**src/rtl/pgw_pkg.sv**
```systemverilog
package pgw_pkg;
  typedef enum logic [1:0] {
    ST_IDLE = 2'd0,
    ST_FILL = 2'd1,
    ST_DROP = 2'd2,
    ST_PROG = 2'd3
  } pgw_state_e;
endpackage

```
**src/rtl/pgw_ctrl.sv**
```systemverilog
module pgw_ctrl
  import pgw_pkg::*;
#(
  parameter int DEPTH = 8,
  parameter int CNT_W = 4
) (
  input  logic             clk,
  input  logic             rst_n,
  input  logic             start_i,
  input  logic             stop_i,
  input  logic             addr_load_i,
  input  logic             byte_vld_i,
  input  logic             busy_i,
  input  logic             done_i,
  output logic [CNT_W-1:0] cnt_o,
  output logic             open_o,
  output logic             cap_o,
  output logic             ovf_o,
  output logic             done_o,
  output logic             ack_o,
  output logic             req_o,
  output logic             ptr_upd_o
);
  localparam logic [CNT_W-1:0] FULL = CNT_W'(DEPTH);

  pgw_state_e       state_q;
  logic [CNT_W-1:0] cnt_q;
  logic             ptr_upd_q;
  logic             can_open, can_cap;

  // Acceptance windows
  always_comb begin
    can_open = !busy_i && (state_q != ST_PROG);
    can_cap  = !busy_i && (state_q == ST_FILL) && (cnt_q < FULL);
  end

  assign open_o = addr_load_i && can_open;
  assign cap_o  = byte_vld_i && can_cap;
  assign ovf_o  = byte_vld_i && !busy_i && (state_q == ST_FILL) && (cnt_q == FULL);
  assign done_o = done_i && (state_q == ST_PROG);
  assign ack_o  = open_o || cap_o;

  always_ff @(posedge clk or negedge rst_n) begin
    if (!rst_n) begin
      state_q   <= ST_IDLE;
      cnt_q     <= '0;
      ptr_upd_q <= 1'b0;
    end else begin
      ptr_upd_q <= 1'b0;
      if (state_q == ST_PROG) begin
        if (done_i) begin
          state_q <= ST_IDLE;
          cnt_q   <= '0;
        end
      end else if (start_i) begin
        state_q <= ST_IDLE;
        cnt_q   <= '0;
      end else if (stop_i) begin
        if (state_q == ST_FILL && cnt_q != '0) begin
          state_q <= ST_PROG;
        end else begin
          if (state_q == ST_FILL) ptr_upd_q <= 1'b1;
          state_q <= ST_IDLE;
          cnt_q   <= '0;
        end
      end else if (open_o) begin
        state_q <= ST_FILL;
        cnt_q   <= '0;
      end else if (cap_o) begin
        cnt_q <= cnt_q + 1'b1;
      end else if (ovf_o) begin
        state_q <= ST_DROP;
        cnt_q   <= '0;
      end
    end
  end

  assign cnt_o     = cnt_q;
  assign req_o     = (state_q == ST_PROG);
  assign ptr_upd_o = ptr_upd_q;
endmodule

```
**src/rtl/pgw_store.sv**
```systemverilog
module pgw_store #(
  parameter int DEPTH  = 8,
  parameter int DATA_W = 8,
  parameter int OFS_W  = 3,
  parameter int CNT_W  = 4
) (
  input  logic              clk,
  input  logic              rst_n,
  input  logic              we_i,
  input  logic [CNT_W-1:0]  widx_i,
  input  logic [DATA_W-1:0] wdat_i,
  input  logic [OFS_W-1:0]  wofs_i,
  input  logic              clr_i,
  input  logic [OFS_W-1:0]  ridx_i,
  output logic [DATA_W-1:0] rdat_o,
  output logic [OFS_W-1:0]  rofs_o
);
  logic [DEPTH-1:0][DATA_W-1:0] dat_bus;
  logic [DEPTH-1:0][OFS_W-1:0]  ofs_bus;

  for (genvar e = 0; e < DEPTH; e++) begin : g_ent
    logic [DATA_W-1:0] dat_q;
    logic [OFS_W-1:0]  ofs_q;
    logic              hit;
    assign hit = we_i && (widx_i == CNT_W'(e));
    always_ff @(posedge clk or negedge rst_n) begin
      if (!rst_n) begin
        dat_q <= '0;
        ofs_q <= '0;
      end else if (clr_i) begin
        dat_q <= '0;
        ofs_q <= '0;
      end else if (hit) begin
        dat_q <= wdat_i;
        ofs_q <= wofs_i;
      end
    end
    assign dat_bus[e] = dat_q;
    assign ofs_bus[e] = ofs_q;
  end

  assign rdat_o = dat_bus[ridx_i];
  assign rofs_o = ofs_bus[ridx_i];
endmodule

```
**src/rtl/pgw_addr.sv**
```systemverilog
module pgw_addr #(
  parameter int ADDR_W = 8,
  parameter int OFS_W  = 3,
  parameter int CNT_W  = 4
) (
  input  logic [ADDR_W-1:0] base_i,
  input  logic [CNT_W-1:0]  cnt_i,
  input  logic              page_i,
  input  logic [OFS_W-1:0]  ridx_i,
  input  logic [OFS_W-1:0]  rofs_i,
  output logic [OFS_W-1:0]  wofs_o,
  output logic [ADDR_W-1:0] rd_addr_o,
  output logic [ADDR_W-1:0] next_ptr_o
);
  // Address inside the aligned block of the base
  function automatic logic [ADDR_W-1:0] in_block(input logic [ADDR_W-1:0] b,
                                                 input logic [OFS_W-1:0] o);
    return {b[ADDR_W-1:OFS_W], o};
  endfunction

  // Linear step with wrap over the full address width
  function automatic logic [ADDR_W-1:0] lin_step(input logic [ADDR_W-1:0] b,
                                                 input logic [CNT_W-1:0] s);
    return b + ADDR_W'(s);
  endfunction

  function automatic logic [OFS_W-1:0] slot_ofs(input logic [ADDR_W-1:0] b,
                                                input logic [CNT_W-1:0] s);
    return b[OFS_W-1:0] + s[OFS_W-1:0];
  endfunction

  assign wofs_o     = slot_ofs(base_i, cnt_i);
  assign rd_addr_o  = page_i ? in_block(base_i, rofs_i) : lin_step(base_i, CNT_W'(ridx_i));
  assign next_ptr_o = page_i ? in_block(base_i, slot_ofs(base_i, cnt_i))
                             : lin_step(base_i, cnt_i);
endmodule

```
**src/rtl/pgw_latch.sv**
```systemverilog
module pgw_latch #(
  parameter int DEPTH  = 8,
  parameter int DATA_W = 8,
  parameter int ADDR_W = 8,
  localparam int OFS_W = $clog2(DEPTH),
  localparam int CNT_W = $clog2(DEPTH + 1)
) (
  input  logic              clk,
  input  logic              rst_n,
  input  logic              start_i,
  input  logic              stop_i,
  input  logic              addr_load_i,
  input  logic [ADDR_W-1:0] addr_i,
  input  logic              byte_vld_i,
  input  logic [DATA_W-1:0] byte_i,
  input  logic              busy_i,
  input  logic              done_i,
  input  logic [OFS_W-1:0]  rd_idx_i,
  output logic              ack_o,
  output logic              prog_req_o,
  output logic [CNT_W-1:0]  prog_cnt_o,
  output logic              page_mode_o,
  output logic [ADDR_W-1:0] base_addr_o,
  output logic [DATA_W-1:0] rd_data_o,
  output logic [ADDR_W-1:0] rd_addr_o,
  output logic [ADDR_W-1:0] next_ptr_o,
  output logic              ptr_upd_o
);
  logic [CNT_W-1:0]  cnt;
  logic              open_evt, cap_evt, ovf_evt, done_evt;
  logic [ADDR_W-1:0] base_q;
  logic [OFS_W-1:0]  wofs, rofs;
  logic              page;

  pgw_ctrl #(.DEPTH(DEPTH), .CNT_W(CNT_W)) u_ctrl (
    .clk(clk), .rst_n(rst_n), .start_i(start_i), .stop_i(stop_i),
    .addr_load_i(addr_load_i), .byte_vld_i(byte_vld_i), .busy_i(busy_i),
    .done_i(done_i), .cnt_o(cnt), .open_o(open_evt), .cap_o(cap_evt),
    .ovf_o(ovf_evt), .done_o(done_evt), .ack_o(ack_o), .req_o(prog_req_o),
    .ptr_upd_o(ptr_upd_o)
  );

  always_ff @(posedge clk or negedge rst_n) begin
    if (!rst_n)        base_q <= '0;
    else if (open_evt) base_q <= addr_i;
  end

  assign page = (cnt == CNT_W'(DEPTH));

  pgw_store #(.DEPTH(DEPTH), .DATA_W(DATA_W), .OFS_W(OFS_W), .CNT_W(CNT_W)) u_store (
    .clk(clk), .rst_n(rst_n), .we_i(cap_evt), .widx_i(cnt), .wdat_i(byte_i),
    .wofs_i(wofs), .clr_i(done_evt), .ridx_i(rd_idx_i), .rdat_o(rd_data_o),
    .rofs_o(rofs)
  );

  pgw_addr #(.ADDR_W(ADDR_W), .OFS_W(OFS_W), .CNT_W(CNT_W)) u_addr (
    .base_i(base_q), .cnt_i(cnt), .page_i(page), .ridx_i(rd_idx_i),
    .rofs_i(rofs), .wofs_o(wofs), .rd_addr_o(rd_addr_o), .next_ptr_o(next_ptr_o)
  );

  assign prog_cnt_o  = cnt;
  assign page_mode_o = page;
  assign base_addr_o = base_q;
endmodule

```
**config.mk**
```make
export PLATFORM = sky130hd
export DESIGN_NAME = pgw_latch
export DESIGN_NICKNAME = d
export VERILOG_FILES = /design/src/rtl/pgw_pkg.sv /design/src/rtl/pgw_ctrl.sv /design/src/rtl/pgw_store.sv /design/src/rtl/pgw_addr.sv /design/src/rtl/pgw_latch.sv
export SDC_FILE = /design/constraint.sdc
export NUM_CORES = 1
export LEC_CHECK = 0
export ABC_AREA = 1
export BUFFER_PORTS_ARGS = -buffer_cell sky130_fd_sc_hd__buf_2
export CORE_MARGIN = 5
export CORE_UTILIZATION = 41
export CTS_BUF_LIST = sky130_fd_sc_hd__clkbuf_8
export CTS_CLUSTER_DIAMETER = 150
export DETAILED_ROUTE_END_ITERATION = 10
export MAX_ROUTING_LAYER = met4
export PLACE_DENSITY = 0.63
export SETUP_SLACK_MARGIN = 0.4
export SYNTH_ARGS = -nofsm -noshare
export SYNTH_HDL_FRONTEND = slang
export SYNTH_SLANG_ARGS = --single-unit
```
**constraint.sdc**
```tcl
create_clock -name clk -period 1.7 [get_ports clk]
set_clock_uncertainty 0.1 [all_clocks]
set_input_delay 0.17 -clock clk [delete_from_list [all_inputs] [get_ports clk]]
set_output_delay 0.17 -clock clk [all_outputs]
set_load 0.005 [all_outputs]
```
# --- Word level (Yosys, flattened, before mapping) ---
# Cells that the tools add are included.
classes:
  add_sub_neg: 4
  magnitude_cmp: 2
  n_eq_ne: 14
  mux: 59
  reduce_logical: 34
op_table:
  columns: ["op", "count"]
  rows:
  - ["$mux W8", 19]
  - ["$mux W3", 17]
  - ["$mux W4", 8]
  - ["$bmux W8 S3", 1]
  - ["$logic_and A1 B1 Y1", 18]
  - ["$eq A4 B3 Y1 const B", 4]
  - ["$mux W2", 8]
  - ["$reduce_bool A2 Y1", 8]
  - ["$bmux W3 S3", 1]
  - ["$add A8 B3 Y8", 1]
  - ["$add A8 B4 Y8", 1]
  - ["$eq A4 B2 Y1 const B", 2]
  - ["$reduce_and A3 Y1", 2]
  - ["$reduce_bool A6 Y1", 1]
  - ["$mux W1", 5]
  - ["$ne A5 B4 Y1 const B", 1]
  - ["$reduce_bool A5 Y1", 1]
  - ["$add A4 B1 Y4 const B", 1]
  - ["$eq A4 B1 Y1 const B", 1]
  - ["$eq A4 B4 Y1 const B", 1]
  - ["$logic_not A4 Y1", 1]
  - ["$lt A3 B4 Y1 const B", 1]
  - ["$lt A4 B4 Y1 const B", 1]
  - ["$ne A2 B2 Y1 const B", 2]
  - ["7 further kinds", 7]
word_totals:
  ff_bits: 103
  input_bits: 27
  output_inout_bits: 40
  wordCells: 133

# --- Longest topological paths before layout ---
logic_depth:
  depth_word: 10
  mapped_depth: 10
  mapped_depth_nobuf: 9

# --- Hierarchy ---
# Synthesis repeated with hierarchy kept, for this count alone.
hier_totals:
  cells_unflattened: 917
  hier_area_um2: 6361.1
by_module_without_submodules:
  columns: ["mod", "n_inst", "cells_per_inst", "area_each_um2", "seq_area_each_um2"]
  rows:
  - ["pgw_store", 1, 702, 4929.7, 2202.1]
  - ["pgw_addr", 1, 98, 558.0, 0.0]
  - ["pgw_ctrl", 1, 78, 539.3, 175.2]
  - ["pgw_latch", 1, 39, 334.1, 200.2]

# --- Worst setup path after synthesis ---
# OpenSTA, ideal clock, no wires.
synth_path:
  path_type: "register to register"
  startpoint: "reg u_ctrl.cnt_q[0] (netlist: u_ctrl.cnt_o[0])"
  endpoint: "reg u_store.g_ent[1].ofs_q[2]"
  setup_ns: 0.065
  arrival_ns: 1.728
  required_time_ns: 1.535
  setup_slack_ns: -0.193
  path_stages_with_launch: 8
  n_path_buf: 0
  period_less_slack_ns: 1.893
  cell_sequence: "dfrtp_1 > ha_1 > inv_1 > fa_1 > xnor2_1 > and2_1 > nand2_1 > nand2_1"
synth_via:
  elab_chain_len: 5
  word_cells_on_any_way: 9
  classes_between: "1 x add/sub; 1 x order compare; 1 x eq/ne; 2 x mux; 4 x reduce/logical"
synth_lines:
  columns: ["item", "line_no", "rtl"]
  rows:
  - ["from (decl)", "pgw_ctrl.sv:27", "logic [CNT_W-1:0] cnt_q;"]
  - ["from (signal assigned)", "pgw_ctrl.sv:70", "cnt_q <= cnt_q + 1'b1;"]
  - ["$lt A4 B4 Y1", "pgw_ctrl.sv:34", "can_cap = !busy_i && (state_q == ST_FILL) && (cnt_q < FULL);"]
  - ["$logic_and A1 B1 Y1", "pgw_ctrl.sv:34", null]
  - ["$logic_and A1 B1 Y1", "pgw_ctrl.sv:38", "assign cap_o = byte_vld_i && can_cap;"]
  - ["$logic_and A1 B1 Y1", "pgw_store.sv:25", "assign hit = we_i && (widx_i == CNT_W'(e));"]
  - ["$reduce_bool A2 Y1 (no line)", null, null]
  - ["to (signal assigned)", "pgw_store.sv:35", "ofs_q <= wofs_i;"]
  - ["to (decl)", "pgw_store.sv:23", "logic [OFS_W-1:0] ofs_q;"]
# Several ways; a longest one is shown, not always the timed one. The select of a mux whose other input is x is not followed.
# A chain may end at the register's enable or synchronous reset.

# --- Final worst setup path ---
layout_path:
  startpoint: "reg base_q[0] (netlist: base_addr_o[0])"
  endpoint: "out rd_addr_o[6]"
layout_via:
  elab_chain_len: 2
layout_lines:
  columns: ["item", "line_no", "rtl"]
  rows:
  - ["from (decl)", "pgw_latch.sv:31", "logic [ADDR_W-1:0] base_q;"]
  - ["from (signal assigned)", "pgw_latch.sv:45", "else if (open_evt) base_q <= addr_i;"]
  - ["$add A8 B3 Y8", "pgw_addr.sv:24", "return b + ADDR_W'(s);"]
  - ["$mux W8", "pgw_addr.sv:33", "assign rd_addr_o = page_i ? in_block(base_i, rofs_i) : lin_step(base_i, CNT_W'(ridx_i));"]
  - ["to (decl)", "pgw_latch.sv:25", "output logic [ADDR_W-1:0] rd_addr_o,"]
# No other way between the ends.

==> results.rst <==
.. list-table::
   :header-rows: 1

   * - Metric
     - Value
   * - Area fraction in compound gates after synthesis
     - 0.0828
   * - Final setup slack of the worst path
     - -0.715 ns
   * - Outcome
     - finished with violations
   * - Number of H-tree levels
     - 3
   * - Total congestion overflow
     - 0
   * - Share of total power in sequential cells
     - 0.437
   * - Critical Path Sink Type
     - primary output
   * - Average cell area after synthesis
     - 7.48 µm²
   * - Synthesis warning total
     - 0
   * - Io pins
     - 67
   * - Tightest Pin Transition
     - 0.491 ns
   * - Nets
     - 1000
   * - HPWL after detailed placement
     - 12.1 mm
   * - Number of global-route vias before repair
     - 6088
   * - Switching pwr
     - 0.00206 W
   * - Post-synthesis mux area share
     - 0.00799
   * - Post-synth design cell area
     - 0.00564 mm²
   * - Dominant combinational cell family by area after synthesis
     - simple AND/OR/NAND/NOR gates
   * - Clk pin slew, worst setup/hold paths
     - 0.11 ns
   * - Layout cells sized above 1
     - 0.464
   * - Clk network pwr share
     - 0.273
   * - Count of inserted antenna diode cells
     - 0
   * - Max-slew headroom at the worst pin
     - 0.672
   * - Startpoint kind of the worst setup timing path
     - flip-flop
   * - Number of iterations in the first detailed-routing pass
     - 5
   * - Area share of fa/ha/maj cells after synthesis
     - 0.0315
   * - TritonCTS clock tree
     - done
   * - Total instance count after detailed placement
     - 1025
   * - Reg-to-reg slack, setup
     - -0.44 ns
   * - Seq/Total Area, Yosys
     - 0.457
   * - TritonCTS Buffers
     - 9
   * - Worst path required time
     - 1.43 ns
   * - Via Count
     - 6211
   * - Worst hold-check path type
     - in -> reg
   * - Setup repair after global routing missed its margin
     - true
   * - Quantity of I/O buffers inserted on ports
     - 66
   * - Total routed wirelength
     - 21.1 mm
   * - Clock tree buffer depth
     - 2
   * - Number of nets in the synthesized netlist
     - 794
   * - Highest fanout seen on the critical path
     - 3
   * - Endpoint of the worst register-to-register path
     - u_store.g_ent[4].ofs_q[1]
   * - Fraction of power spent switching nets
     - 0.315
   * - Clk root buf
     - clkbuf_8
   * - End of the critical path
     - rd_addr_o[6]
   * - Layout Cells excl Fill
     - 1141
   * - Cell area power density
     - 712 mW/mm²
   * - Iteration-0 DRC Markers
     - 587
   * - Avg Vias per Cell
     - 5.44
   * - Final clock period utilization by the worst path
     - 1.42
   * - Core Region
     - 0.0133 mm²
   * - Combinational share of power
     - 0.290
   * - Worst-Skew Late Latency
     - 0.40 ns
   * - Register bit count reported by yosys
     - 103
   * - CTS Sinks
     - 103
   * - Leakage power total
     - 4.67 nW
   * - Beginning of the critical path
     - base_addr_o[0]
   * - Height of the chip
     - 127 µm
   * - Endpoints failing hold
     - 0
   * - Global routing usage summed across all routing layers
     - 0.243
   * - Die width
     - 127 µm
   * - Row Count
     - 42
   * - Setup TNS
     - -26.88 ns
   * - Synthesized instance count
     - 754
   * - Maximum vdd ir drop
     - 0.535 mV
   * - Cell Int Power
     - 0.00449 W
   * - Final min period
     - 2.41 ns
   * - Area share of and/or/nand/nor cells after synthesis
     - 0.343
   * - Yosys top cell area share
     - 0.457
   * - RR Startpoint
     - base_addr_o[0]
   * - Routability-driven placement congestion ratio
     - 0.921
   * - Number of antenna violations at the first check in global routing
     - 0
   * - Netlist cell types
     - 32
   * - Wire length of the first global-routing pass
     - 30.7 mm
   * - Synthesized-area fraction occupied by xor and xnor cells
     - 0.00932
   * - Routed wire length per instance
     - 18.5 µm
   * - Cell depth of the worst flop-to-flop path
     - 11
   * - Count of pins over their slew limit
     - 0
   * - Final setup violating endpoints
     - 102
   * - Max-cap violations
     - 0
   * - Failing checks
     - negative setup slack
   * - Largest net degree at the start of global routing
     - 35
   * - CP Data Arrival Time
     - 2.14 ns
   * - Initial Util
     - 0.422
   * - Die footprint
     - 0.0162 mm²
   * - Leading cell types by total area after synthesis
     - dfrtp_1 46%, nand2_1 17%, nand3_1 9.6%
   * - Number of cells on the worst hold path
     - 3
   * - Type of the setup path with the least slack
     - reg -> out
   * - Antenna-violating nets left
     - 0
   * - Yosys top cell by area
     - dfrtp_1
   * - Area Growth Syn to Fin
     - 63.1%
   * - Peak clock frequency supported by timing
     - 414 MHz
   * - Total DRC errors in the routed layout
     - 0
==> registers in the layout (all words and copies together) (netlist names) <==
| name | cells |
|---|---|
| base_addr_o | 8 |
| u_ctrl.cnt_o | 4 |
| u_ctrl.ptr_upd_o | 1 |
| u_ctrl.state_q | 2 |
| u_store.g_ent.dat_q | 64 |
| u_store.g_ent.ofs_q | 24 |
==> worst max-delay path: stages, from the launching register on <==
cell	delay (ns)
dfrtp_1	0.40
ha_2	0.20
inv_2	0.04
fa_2	0.33
inv_2	0.07
nand2_2	0.06
a21oi_2	0.14
nand3_1	0.11
xor2_1	0.17
inv_1	0.07
buf_2	0.13
==> cell usage after synthesis <==
| cell | number |
|---|---|
| dfrtp_1 | 103 |
| fa_1 | 2 |
| nand2_1 | 249 |
| o22ai_1 | 17 |
| inv_1 | 37 |
| o21ai_0 | 45 |
| nand2_4 | 1 |
| nand3_1 | 108 |
| or2_2 | 1 |
| nor2_1 | 72 |
| and2_1 | 1 |
| nand2_2 | 8 |
| xor2_1 | 4 |
| nand3b_1 | 1 |
| buf_2 | 21 |
| buf_6 | 1 |
| xnor2_1 | 2 |
| buf_4 | 6 |
| nor2_8 | 1 |
| mux2_2 | 4 |
| nand4_1 | 4 |
| o21bai_1 | 1 |
| ha_1 | 11 |
| inv_2 | 8 |
| buf_1 | 1 |
| o21ai_1 | 11 |
| nand3_2 | 1 |
| nor3_1 | 4 |
| a21oi_1 | 10 |
| clkbuf_1 | 13 |
| nor2_4 | 3 |
| o211ai_1 | 3 |
==> through the flow <==
stage	setup WS (ns)	cell area (µm²)	util	power [W]	hold WS [ns]
after floorplan	-0.0370	6150	-	0.00362	-0.226
after global placement	-0.162	7060	0.529	0.00415	0.0575
after global routing	-0.831	9200	0.689	0.00686	0.00760
after CTS	-0.616	8420	0.631	0.00620	0.0000269
after detailed placement	-0.186	7060	0.529	0.00419	0.0683
final	-0.715	9200	0.689	0.00655	0.0127
==> cell usage in the layout (no fill, tap or decap), drive strengths merged, types with 2 or more instances in the layout <==
master,instances
clkbuf,12
nand2,259
dlygate4sd3,18
mux2,4
o21ai,56
o211ai,3
clkinv,4
o22ai,17
inv,47
a21oi,10
nand3,109
clkinvlp,2
dfrtp,103
nand4,4
fa,2
ha,11
nor2,76
nor3,4
bufinv,2
buf,212
xor2,4
xnor2,2
==> worst min path at each step <==
stage,endpoint,startpoint
final,u_ctrl.ptr_upd_o,stop_i
after global routing,u_ctrl.ptr_upd_o,stop_i
after CTS,u_ctrl.ptr_upd_o,stop_i
after detailed placement,u_store.g_ent[0].dat_q[5],rst_n
after global placement,u_store.g_ent[3].dat_q[6],rst_n
after floorplan,base_addr_o[0],rst_n
==> metal layers <==
layer | vias to the layer above | wire length [µm] | GRT usage
met5 | - | 0 | -
met4 | 0 | 467 | 0.0587
met3 | 48 | 1240 | 0.0505
met2 | 220 | 10900 | 0.406
met1 | 3074 | 8460 | 0.303
li1 | 2869 | - | -
==> power by group through the flow <==
stage	clock, W	combinational (W)	sequential [W]
2_1_floorplan	0	0.000768	0.00285
3_3_place_gp	0	0.00128	0.00287
3_5_place_dp	0	0.00130	0.00289
4_1_cts	0.00180	0.00155	0.00285
5_1_grt	0.00191	0.00206	0.00288
6_report	0.00179	0.00190	0.00286
==> what timing repair did <==
action	4_1_cts	5_1_grt
setup endpoints to repair	137	141
pin swaps	46	50
hold buffers	18	0
setup buffers	41	32
cloned	6	3
endpoints found under the hold margin	48	0
resized for setup	164	120
==> final cells by class <==
type                            count  area (µm²)
Fill cell                         988        4150
Multi-Input combinational cell    565        3700
Sequential cell                   103        2590
Timing Repair Buffer              231        2180
Inverter                           45         248
Tap cell                          176         220
Clock buffer                       11         151
Clock inverter                      5        72.6
Timing Repair inverter              5        40.0
==> cells by family after synthesis <==
logic type	after synthesis
buffers and inverters	87
adders and majority gates	13
and+or+nand+nor	454
xor gates and xnor gates	6
DFF	103
muxes	4
AOI/OAI and AO/OA	87
(Power assumes the default switching activity.)
